==> src/rtl/hfv_pkg.sv <==
package hfv_pkg;
    localparam int BLK_W  = 128;
    localparam int TS_W   = 32;
    localparam int EXPF_W = 8;
    localparam int IF_W   = 12;
    localparam int MAC_W  = 24;
    localparam int LINK_W = BLK_W - TS_W - EXPF_W - 2 * IF_W;
    localparam int LIM_W  = TS_W + 16;

    typedef enum logic [1:0] {
        VERDICT_PASS    = 2'd0,
        VERDICT_BAD_IF  = 2'd1,
        VERDICT_EXPIRED = 2'd2,
        VERDICT_BAD_MAC = 2'd3
    } verdict_e;
endpackage

==> src/rtl/hfv_screen.sv <==
module hfv_screen
    import hfv_pkg::*;
#(
    parameter int EXP_UNIT = 300
) (
    input  logic [IF_W-1:0]   arrival_if,
    input  logic [IF_W-1:0]   hf_ing,
    input  logic [TS_W-1:0]   hf_ts,
    input  logic [EXPF_W-1:0] hf_exp,
    input  logic [TS_W-1:0]   now_time,
    output verdict_e          early
);
    logic [LIM_W-1:0] limit;
    logic             expired;

    assign limit   = LIM_W'(hf_ts) + (LIM_W'(hf_exp) + LIM_W'(1)) * LIM_W'(EXP_UNIT);
    assign expired = LIM_W'(now_time) >= limit;

    always_comb begin
        if (arrival_if != hf_ing)
            early = VERDICT_BAD_IF;
        else if (expired)
            early = VERDICT_EXPIRED;
        else
            early = VERDICT_PASS;
    end
endmodule

==> src/rtl/hfv_block.sv <==
module hfv_block
    import hfv_pkg::*;
(
    input  logic [TS_W-1:0]   hf_ts,
    input  logic [EXPF_W-1:0] hf_exp,
    input  logic [IF_W-1:0]   hf_ing,
    input  logic [IF_W-1:0]   hf_egr,
    input  logic              has_prev,
    input  logic [LINK_W-1:0] prev_link,
    input  logic [BLK_W-1:0]  k1,
    input  logic [BLK_W-1:0]  k2,
    output logic [BLK_W-1:0]  blk
);
    localparam logic [LINK_W-1:0] PAD = {8'h80, {(LINK_W-8){1'b0}}};

    logic [LINK_W-1:0] tail;
    logic [BLK_W-1:0]  mask;

    assign tail = has_prev ? prev_link : PAD;
    assign mask = has_prev ? k1 : k2;
    assign blk  = {hf_ts, hf_exp, hf_ing, hf_egr, tail} ^ mask;
endmodule

==> src/rtl/hfv_delay.sv <==
module hfv_delay #(
    parameter int W     = 8,
    parameter int DEPTH = 4
) (
    input  logic         clk,
    input  logic         rst_n,
    input  logic [W-1:0] d,
    output logic [W-1:0] q
);
    logic [W-1:0] stg [DEPTH];

    for (genvar g = 0; g < DEPTH; g++) begin : g_stage
        if (g == 0) begin : g_head
            always_ff @(posedge clk or negedge rst_n) begin
                if (!rst_n) stg[0] <= '0;
                else        stg[0] <= d;
            end
        end else begin : g_body
            always_ff @(posedge clk or negedge rst_n) begin
                if (!rst_n) stg[g] <= '0;
                else        stg[g] <= stg[g-1];
            end
        end
    end

    assign q = stg[DEPTH-1];
endmodule

==> src/rtl/hfv_pipe.sv <==
module hfv_pipe
    import hfv_pkg::*;
#(
    parameter int CIPH_LAT = 4,
    parameter int TAG_W    = 8,
    parameter int EXP_UNIT = 300
) (
    input  logic              clk,
    input  logic              rst_n,
    input  logic              in_valid,
    input  logic [TAG_W-1:0]  in_tag,
    input  logic [11:0]       in_arrival_if,
    input  logic [31:0]       in_hf_ts,
    input  logic [7:0]        in_hf_exp,
    input  logic [11:0]       in_hf_ing,
    input  logic [11:0]       in_hf_egr,
    input  logic [23:0]       in_hf_mac,
    input  logic              in_has_prev,
    input  logic [63:0]       in_prev_link,
    input  logic [31:0]       now_time,
    input  logic [127:0]      subkey_k1,
    input  logic [127:0]      subkey_k2,
    output logic              cipher_req_valid,
    output logic [127:0]      cipher_req_block,
    input  logic [127:0]      cipher_rsp_block,
    output logic              out_valid,
    output logic [TAG_W-1:0]  out_tag,
    output logic              out_pass,
    output logic [1:0]        out_reason
);
    localparam int CARRY_W = 1 + TAG_W + 2 + MAC_W;

    verdict_e         early_c;
    logic [BLK_W-1:0] blk_c;

    hfv_screen #(.EXP_UNIT(EXP_UNIT)) u_screen (
        .arrival_if (in_arrival_if),
        .hf_ing     (in_hf_ing),
        .hf_ts      (in_hf_ts),
        .hf_exp     (in_hf_exp),
        .now_time   (now_time),
        .early      (early_c)
    );

    hfv_block u_block (
        .hf_ts     (in_hf_ts),
        .hf_exp    (in_hf_exp),
        .hf_ing    (in_hf_ing),
        .hf_egr    (in_hf_egr),
        .has_prev  (in_has_prev),
        .prev_link (in_prev_link),
        .k1        (subkey_k1),
        .k2        (subkey_k2),
        .blk       (blk_c)
    );

    // Stage 1: checks that need no cipher, plus the cipher request
    logic             s1_vld;
    logic [TAG_W-1:0] s1_tag;
    verdict_e         s1_early;
    logic [MAC_W-1:0] s1_mac;
    logic [BLK_W-1:0] s1_blk;

    always_ff @(posedge clk or negedge rst_n) begin
        if (!rst_n) begin
            s1_vld   <= 1'b0;
            s1_tag   <= '0;
            s1_early <= VERDICT_PASS;
            s1_mac   <= '0;
            s1_blk   <= '0;
        end else begin
            s1_vld <= in_valid;
            if (in_valid) begin
                s1_tag   <= in_tag;
                s1_early <= early_c;
                s1_mac   <= in_hf_mac;
                s1_blk   <= blk_c;
            end
        end
    end

    assign cipher_req_valid = s1_vld;
    assign cipher_req_block = s1_blk;

    // Side-band carried alongside the cipher pipeline
    logic [CARRY_W-1:0] carry_in;
    logic [CARRY_W-1:0] carry_out;

    assign carry_in = {s1_vld, s1_tag, s1_early, s1_mac};

    hfv_delay #(.W(CARRY_W), .DEPTH(CIPH_LAT)) u_align (
        .clk   (clk),
        .rst_n (rst_n),
        .d     (carry_in),
        .q     (carry_out)
    );

    logic             al_vld;
    logic [TAG_W-1:0] al_tag;
    verdict_e         al_early;
    logic [MAC_W-1:0] al_mac;
    logic             tag_ok;
    verdict_e         final_c;

    assign al_vld   = carry_out[CARRY_W-1];
    assign al_tag   = carry_out[CARRY_W-2 -: TAG_W];
    assign al_early = verdict_e'(carry_out[MAC_W +: 2]);
    assign al_mac   = carry_out[MAC_W-1:0];
    assign tag_ok   = cipher_rsp_block[BLK_W-1 -: MAC_W] == al_mac;

    always_comb begin
        unique case (al_early)
            VERDICT_PASS:    final_c = tag_ok ? VERDICT_PASS : VERDICT_BAD_MAC;
            VERDICT_BAD_IF:  final_c = VERDICT_BAD_IF;
            VERDICT_EXPIRED: final_c = VERDICT_EXPIRED;
            VERDICT_BAD_MAC: final_c = VERDICT_BAD_MAC;
        endcase
    end

    // Output stage
    verdict_e reason_q;

    always_ff @(posedge clk or negedge rst_n) begin
        if (!rst_n) begin
            out_valid <= 1'b0;
            out_tag   <= '0;
            out_pass  <= 1'b0;
            reason_q  <= VERDICT_PASS;
        end else begin
            out_valid <= al_vld;
            out_tag   <= al_vld ? al_tag : '0;
            out_pass  <= al_vld && (al_early == VERDICT_PASS) && tag_ok;
            reason_q  <= al_vld ? final_c : VERDICT_PASS;
        end
    end

    assign out_reason = reason_q;
endmodule

==> config.mk <==
export PLATFORM = sky130hd
export DESIGN_NAME = hfv_pipe
export DESIGN_NICKNAME = d
export VERILOG_FILES = /design/src/rtl/hfv_pkg.sv /design/src/rtl/hfv_screen.sv /design/src/rtl/hfv_block.sv /design/src/rtl/hfv_delay.sv /design/src/rtl/hfv_pipe.sv
export SDC_FILE = /design/constraint.sdc
export NUM_CORES = 1
export LEC_CHECK = 0
export ABC_AREA = 1
export CELL_PAD_IN_SITES_DETAIL_PLACEMENT = 1
export CELL_PAD_IN_SITES_GLOBAL_PLACEMENT = 2
export CORE_AREA = 3 3 285 287
export CTS_CLUSTER_DIAMETER = 200
export DETAILED_ROUTE_END_ITERATION = 8
export DIE_AREA = 0 0 288 290
export DONT_BUFFER_PORTS = 1
export HOLD_SLACK_MARGIN = 0.02
export PLACE_DENSITY_LB_ADDON = 0.1
export SLEW_MARGIN = 20
export SYNTH_ARGS = -nofsm -noshare
export SYNTH_HDL_FRONTEND = slang
export SYNTH_HIERARCHICAL = 1
export SYNTH_SLANG_ARGS = --single-unit
export TNS_END_PERCENT = 50
==> constraint.sdc <==
create_clock -name clk -period 1.8 [get_ports clk]
set_clock_uncertainty 0.2 [all_clocks]
set_input_delay 0.18 -clock clk [delete_from_list [all_inputs] [get_ports clk]]
set_output_delay 0.18 -clock clk [all_outputs]
set_load 0.03 [all_outputs]
## After elaboration in Yosys (flattened, before gate mapping)

Cells that the tools add are included.

| storage, ports and cells | value |
|---|---|
| output and inout bits | 141 |
| input port bits | 592 |
| memories kept | 0 |
| flip-flop bits (word level) | 315 |
| memory bits (writable) | 0 |
| word-level logic and storage cells | 34 |
| bits in latches | 0 |
| memory bits (read-only) | 0 |

| cells by class | value |
|---|---|
| multipliers | 1 |
| add/sub/neg operators | 2 |
| mux-type cells | 8 |
| equal/unequal tests | 5 |
| div/mod/pow operators | 0 |
| reductions and logical operators | 3 |
| magnitude comparators | 1 |
| shift operators | 0 |
| bitwise gates (word level) | 1 |

Operators by type and width:

| cell | count |
|---|---|
| two-way mux 128 bit | 1 |
| bitwise XOR 128 bit | 1 |
| two-way mux 64 bit | 1 |
| adder 32 x 48 -> 48 bit | 1 |
| >= comparator 32 x 48 -> 1 bit | 1 |
| multiplier 48 x 7 -> 46 bit, second input constant | 1 |
| equality test 24 bit | 1 |
| != test 12 bit | 1 |
| adder 8 x 1 -> 9 bit, second input constant | 1 |
| two-way mux 2 bit | 4 |
| two-way mux 8 bit | 1 |
| one-hot mux 2 bit (4 select lines) | 1 |
| equality test 2 bit, second input constant | 2 |
| equality test 2 x 1 -> 1 bit, second input constant | 1 |
| logical AND 1 bit | 2 |
| zero test 2 bit | 1 |

## Logic depth before layout (Yosys ltp)

| depth | value |
|---|---|
| depth after elaboration | 6 |
| mapped depth | 45 |
| depth with buffers taken out | 45 |

## Cells and area by module

The synthesis kept the hierarchy.

By module, submodules not included:

| module | seq. area each (sq um) | times used | area each (sq um) | cells each |
|---|---|---|---|---|
| hfv_pipe | 4379.2 | 1 | 7511.0 | 576 |
| hfv_block | 0.0 | 1 | 4075.2 | 997 |
| hfv_delay | 3503.4 | 1 | 3766.1 | 175 |
| hfv_screen | 0.0 | 1 | 3390.8 | 508 |

## Worst setup path after synthesis

No wires, ideal clock.

| timing | value |
|---|---|
| path kind | input-to-reg |
| from | in in_hf_exp[0] |
| to | reg s1_early[1] |
| library setup time | 125 ps |
| arrival time | 6148 ps |
| path buffers | 0 |
| stages | 42 |
| path slack | -4673 ps |
| data required time | 1475 ps |
| cells stage by stage | ha_1 > nand3_1 > nor2_1 > nand2_1 > xor2_1 > inv_1 > ha_1 > ha_1 > inv_1 > fa_1 > fa_1 > inv_1 > ha_1 > a21oi_1 > o21ai_0 > nor2_1 > o21ai_1 > a21boi_0 > (+6 left out) > o21ai_4 > nand2_4 > nor2_4 > xor2_1 > ha_1 > nand2_1 > inv_1 > o21ai_0 > nand2_1 > nor2_1 > nand2_1 > nand2_1 > nand2_1 > nand2_1 > nand2_1 > nand2_1 > a21oi_1 > mux2_2 |

| between the ends | value |
|---|---|
| word-level cells in the longest chain between the ends | 6 |

RTL lines:

| element | line | source |
|---|---|---|
| start, declared | hfv_pipe.sv:14 | `input logic [7:0] in_hf_exp,` |
| adder 8 x 1 -> 9 bit | hfv_screen.sv:16 | `assign limit = LIM_W'(hf_ts) + (LIM_W'(hf_exp) + LIM_W'(1)) * LIM_W'(EXP_UNIT);` |
| multiplier 48 x 7 -> 46 bit | hfv_screen.sv:16 |  |
| adder 32 x 48 -> 48 bit | hfv_screen.sv:16 |  |
| >= comparator 32 x 48 -> 1 bit | hfv_screen.sv:17 | `assign expired = LIM_W'(now_time) >= limit;` |
| two-way mux 2 bit | hfv_screen.sv:22 | `else if (expired)` |
| two-way mux 2 bit | hfv_screen.sv:20 | `if (arrival_if != hf_ing)` |
| named net early_c[1] | hfv_pipe.sv:33 | `verdict_e early_c;` |
| end signal, assigned | hfv_pipe.sv:75 | `s1_early <= early_c;` |
| end, declared | hfv_pipe.sv:60 | `verdict_e s1_early;` |

The timed path passes the listed nets, and every way through them passes these cells.
A chain may end at the register's enable or synchronous reset.

## Worst setup path after layout

Ends and elaborated chain as after synthesis.

==> impl_metrics.toml <==
[outcome]
status = "complete, but fails checks"
violations = "negative hold slack, negative setup slack"

[clock_network]
clk_path_buf_depth = 3
cts-root-buf = "clkbuf_16"
clock-sinks = 315
cts_tree = "done"
numCtsBuffers = 42
clk_pin_slew_ns = 0.06
insertion_delay_ns = 0.57
htreeDepth = 2

[timing]
tns_ns = -4.25
slew_viol_final = 0
finalCriticalPeriod_ns = 5.95
finalSetupViolCount = 2
maxSlewHeadroom = 0.422
hold_violations = 315
max_slew.worst_pin.slew_ns = 0.867
whs_ns = -0.894
fmax_mhz = 168
finalWorstSetupSlack_ns = -4.15
min_period_over_period = 3.31
rsz0062_at_grt = "true"

[run]
drv_cap = 0

[cells_and_area]
final_area_sq_mm = 0.0257
drive_gt1_frac = 0.159
area_growth_pct = 37.1
fin_nets = 3385
layoutNonFillerInstCount = 3781

[routing]
wl_um = 76100
via_count = 16500
routedWlPerCell_um = 20.1
vias_per_cell = 4.38
dr.pass1.iters = 4
drtAntennaViolNets = 0
remaining_drc_errors = 0
initialDrtViolationCount = 473

[synthesis]
synthArstFlopShare = 1.00
synth.top_cell.area_share = 0.421
yosys-top-cells-count = "nand2_1 (913), dfrtp_1 (315), inv_1 (285)"
synthCells = 2256
synth_area_leaders = "dfrtp_1 (42%), nand2_1 (18%), mux2_4 (6.4%), ha_1 (5.9%), inv_1 (5.7%)"
synth_area_per_cell_sq_um = 8.31
yosysMostFrequentCell = "nand2_1"
yosysSeqAreaShare = 0.421
ys_warn_count = 6
synth_flop_cell = "dfrtp_1"
synth-edff-count = 0
yosysUniqueCellTypes = 43
yosysTopAreaCell = "dfrtp_1"
yosys_register_bits = 315
syn_nets = 2945
synth.cell_area_sq_mm = 0.0187

[critical_path]
r2r_start = "cipher_req_block[39]"
crit_slowest_cell = "fa_1"
endpoint = "s1_early[1]"
worstRegToRegCells = 2
cp.depth = 43
critPathLaunchType = "input port"
r2r_setup_slack_ns = 0.03
rr_endpoint = "cipher_req_block[39]"
crit_family = "adder cells"
crit_path_frequent_cell = "nand2_1"
crit_required_ns = 2.06
endpoint_kind = "flop"
worst-path-buf-inv = 7
crit_fanout = 6
crit_type = "in2reg"
crit_arrival_ns = 6.21
slowest_delay_ns = 0.50
cp-startpoint = "in_hf_exp[0]"

[grt]
grt_max_degree = 316
met3_usage = 0.0477
grt_pass1_vias = 18200
grtUsageTotal = 0.176
grt_util_met2 = 0.327
grt_util_met1 = 0.198
grt_first_pass_wirelength_um = 112000
grt_overflow = 0
grt-busiest-layer = "met2"
antenna_found_initial = 13

[place]
io_buffers = 0
hpwlAfterDp_um = 56100
place_congestion = 0.826
placed_area_sq_mm = 0.0204
place_inst = 3340

[floorplan]
die_area_sq_mm = 0.0835
die_h_um = 290
start_util = 0.238
ios = 733
rows = 103
chipWidth_um = 288
core_sq_mm = 0.0789

[power]
peakVddDrop_mv = 0.606
p_total_uw = 28500
power_density_mw_per_mm2 = 1110
p_leak_uw = 0.0135

[min_path]
hp-class = "in2async"
[power by group]
group	total [uW]	leakage (uW)	switching [uW]	internal (uW)
registers	9350	0.00374	1480	7870
clock network	8480	0.000667	3530	4960
logic	10700	0.00907	5090	5600
[metal layers]
metal	vias up	share of wire
met4	12	0.019
met1	8174	0.39
met3	83	0.067
met5	-	0.00099
li1	7882	-
met2	392	0.52
[state kept, by name, summed over array words and instances (netlist names)]
name and count:
cipher_req_valid 1, s1_tag 8, out_tag 8, s1_early 2, cipher_req_block 128, u_align/q 35
s1_mac 24, u_align/stg 105, out_valid 1, out_reason 2, out_pass 1
[cell families (layout without fill, tap and decap cells)]
group	count (synthesis)	in the layout	synth area share
and+or+nand+nor	1163	1163	0.248
DFF	315	315	0.421
buffers and inverters	375	844	0.0959
adders and majority gates	97	97	0.0684
muxes	162	162	0.113
AOI/OAI and AO/OA	84	84	0.0258
other	0	6	0
xor gates and xnor gates	60	60	0.0280
[what timing repair did]
item | in CTS | in global routing
hold buffers | 347 | 3
cloned | 0 | 0
pin swaps | 45 | 24
setup buffers | 11 | 1
gates resized for setup | 37 | 27
setup endpoints to repair | 1 | 2
endpoints found under the hold margin | 481 | 336
[metrics by stage]
stage | worst slack, ns | hold slack [ns] | util
2_1_floorplan | -4.38 | -0.316 | -
3_3_place_gp | -4.96 | -0.307 | 0.258
3_5_place_dp | -5.06 | -0.306 | 0.258
4_1_cts | -4.11 | -0.943 | 0.323
5_1_grt | -4.57 | -0.932 | 0.326
6_report | -4.15 | -0.894 | 0.326
[cell type report]
class / instances / area [sq um]
inverter: 286 / 1080
timing repair buffer: 485 / 4610
sequential: 315 / 7880
clock buffer: 57 / 1150
tap: 1050 / 1310
clock inverter: 16 / 233
fill: 9266 / 53200
antenna: 6 / 15.0
multi-input combinational: 1566 / 9420
[worst min-delay path by stage]
stage	startpoint	endpoint	slack [ns]	cells past startpoint
after floorplan	rst_n	cipher_req_block[0]	-0.32	0
after global placement	rst_n	cipher_req_block[20]	-0.31	0
after detailed placement	rst_n	cipher_req_block[20]	-0.31	0
after CTS	rst_n	cipher_req_block[20]	-0.94	0
after global routing	rst_n	cipher_req_block[20]	-0.93	0
final	rst_n	cipher_req_block[20]	-0.89	0
[cell usage in the layout (no fill, tap or decap), types with 7 or more instances in the layout]
cell           Yosys  routed
dlygate4sd3_1      0     348
mux2_2            82      82
ha_1              88      79
clkbuf_1           1      11
o21ai_0           17      12
xor2_1            35      30
a21oi_2            1      11
a21oi_1           38      27
ha_4               0       7
o21ai_1            9       8
nand2_1          913     905
nor2_1            67      59
o21ai_2            1       7
mux2_4            80      80
inv_1            285     283
nor2_2             0       7
clkbuf_16          0      42
nand3_1          150     148
xnor2_1           25      22
nand2_2            1       9
buf_4             54     130
nand4_1           10      10
fa_1               9       9
dfrtp_1          315     315
[worst register-to-register path, delay by kind of cell (launching register included)]
kind     cells  cell delay, ns
flops        1            0.56
buf+inv      1            0.55
mux          1            0.34
No activity file was read; power rests on OpenSTA's default activity.
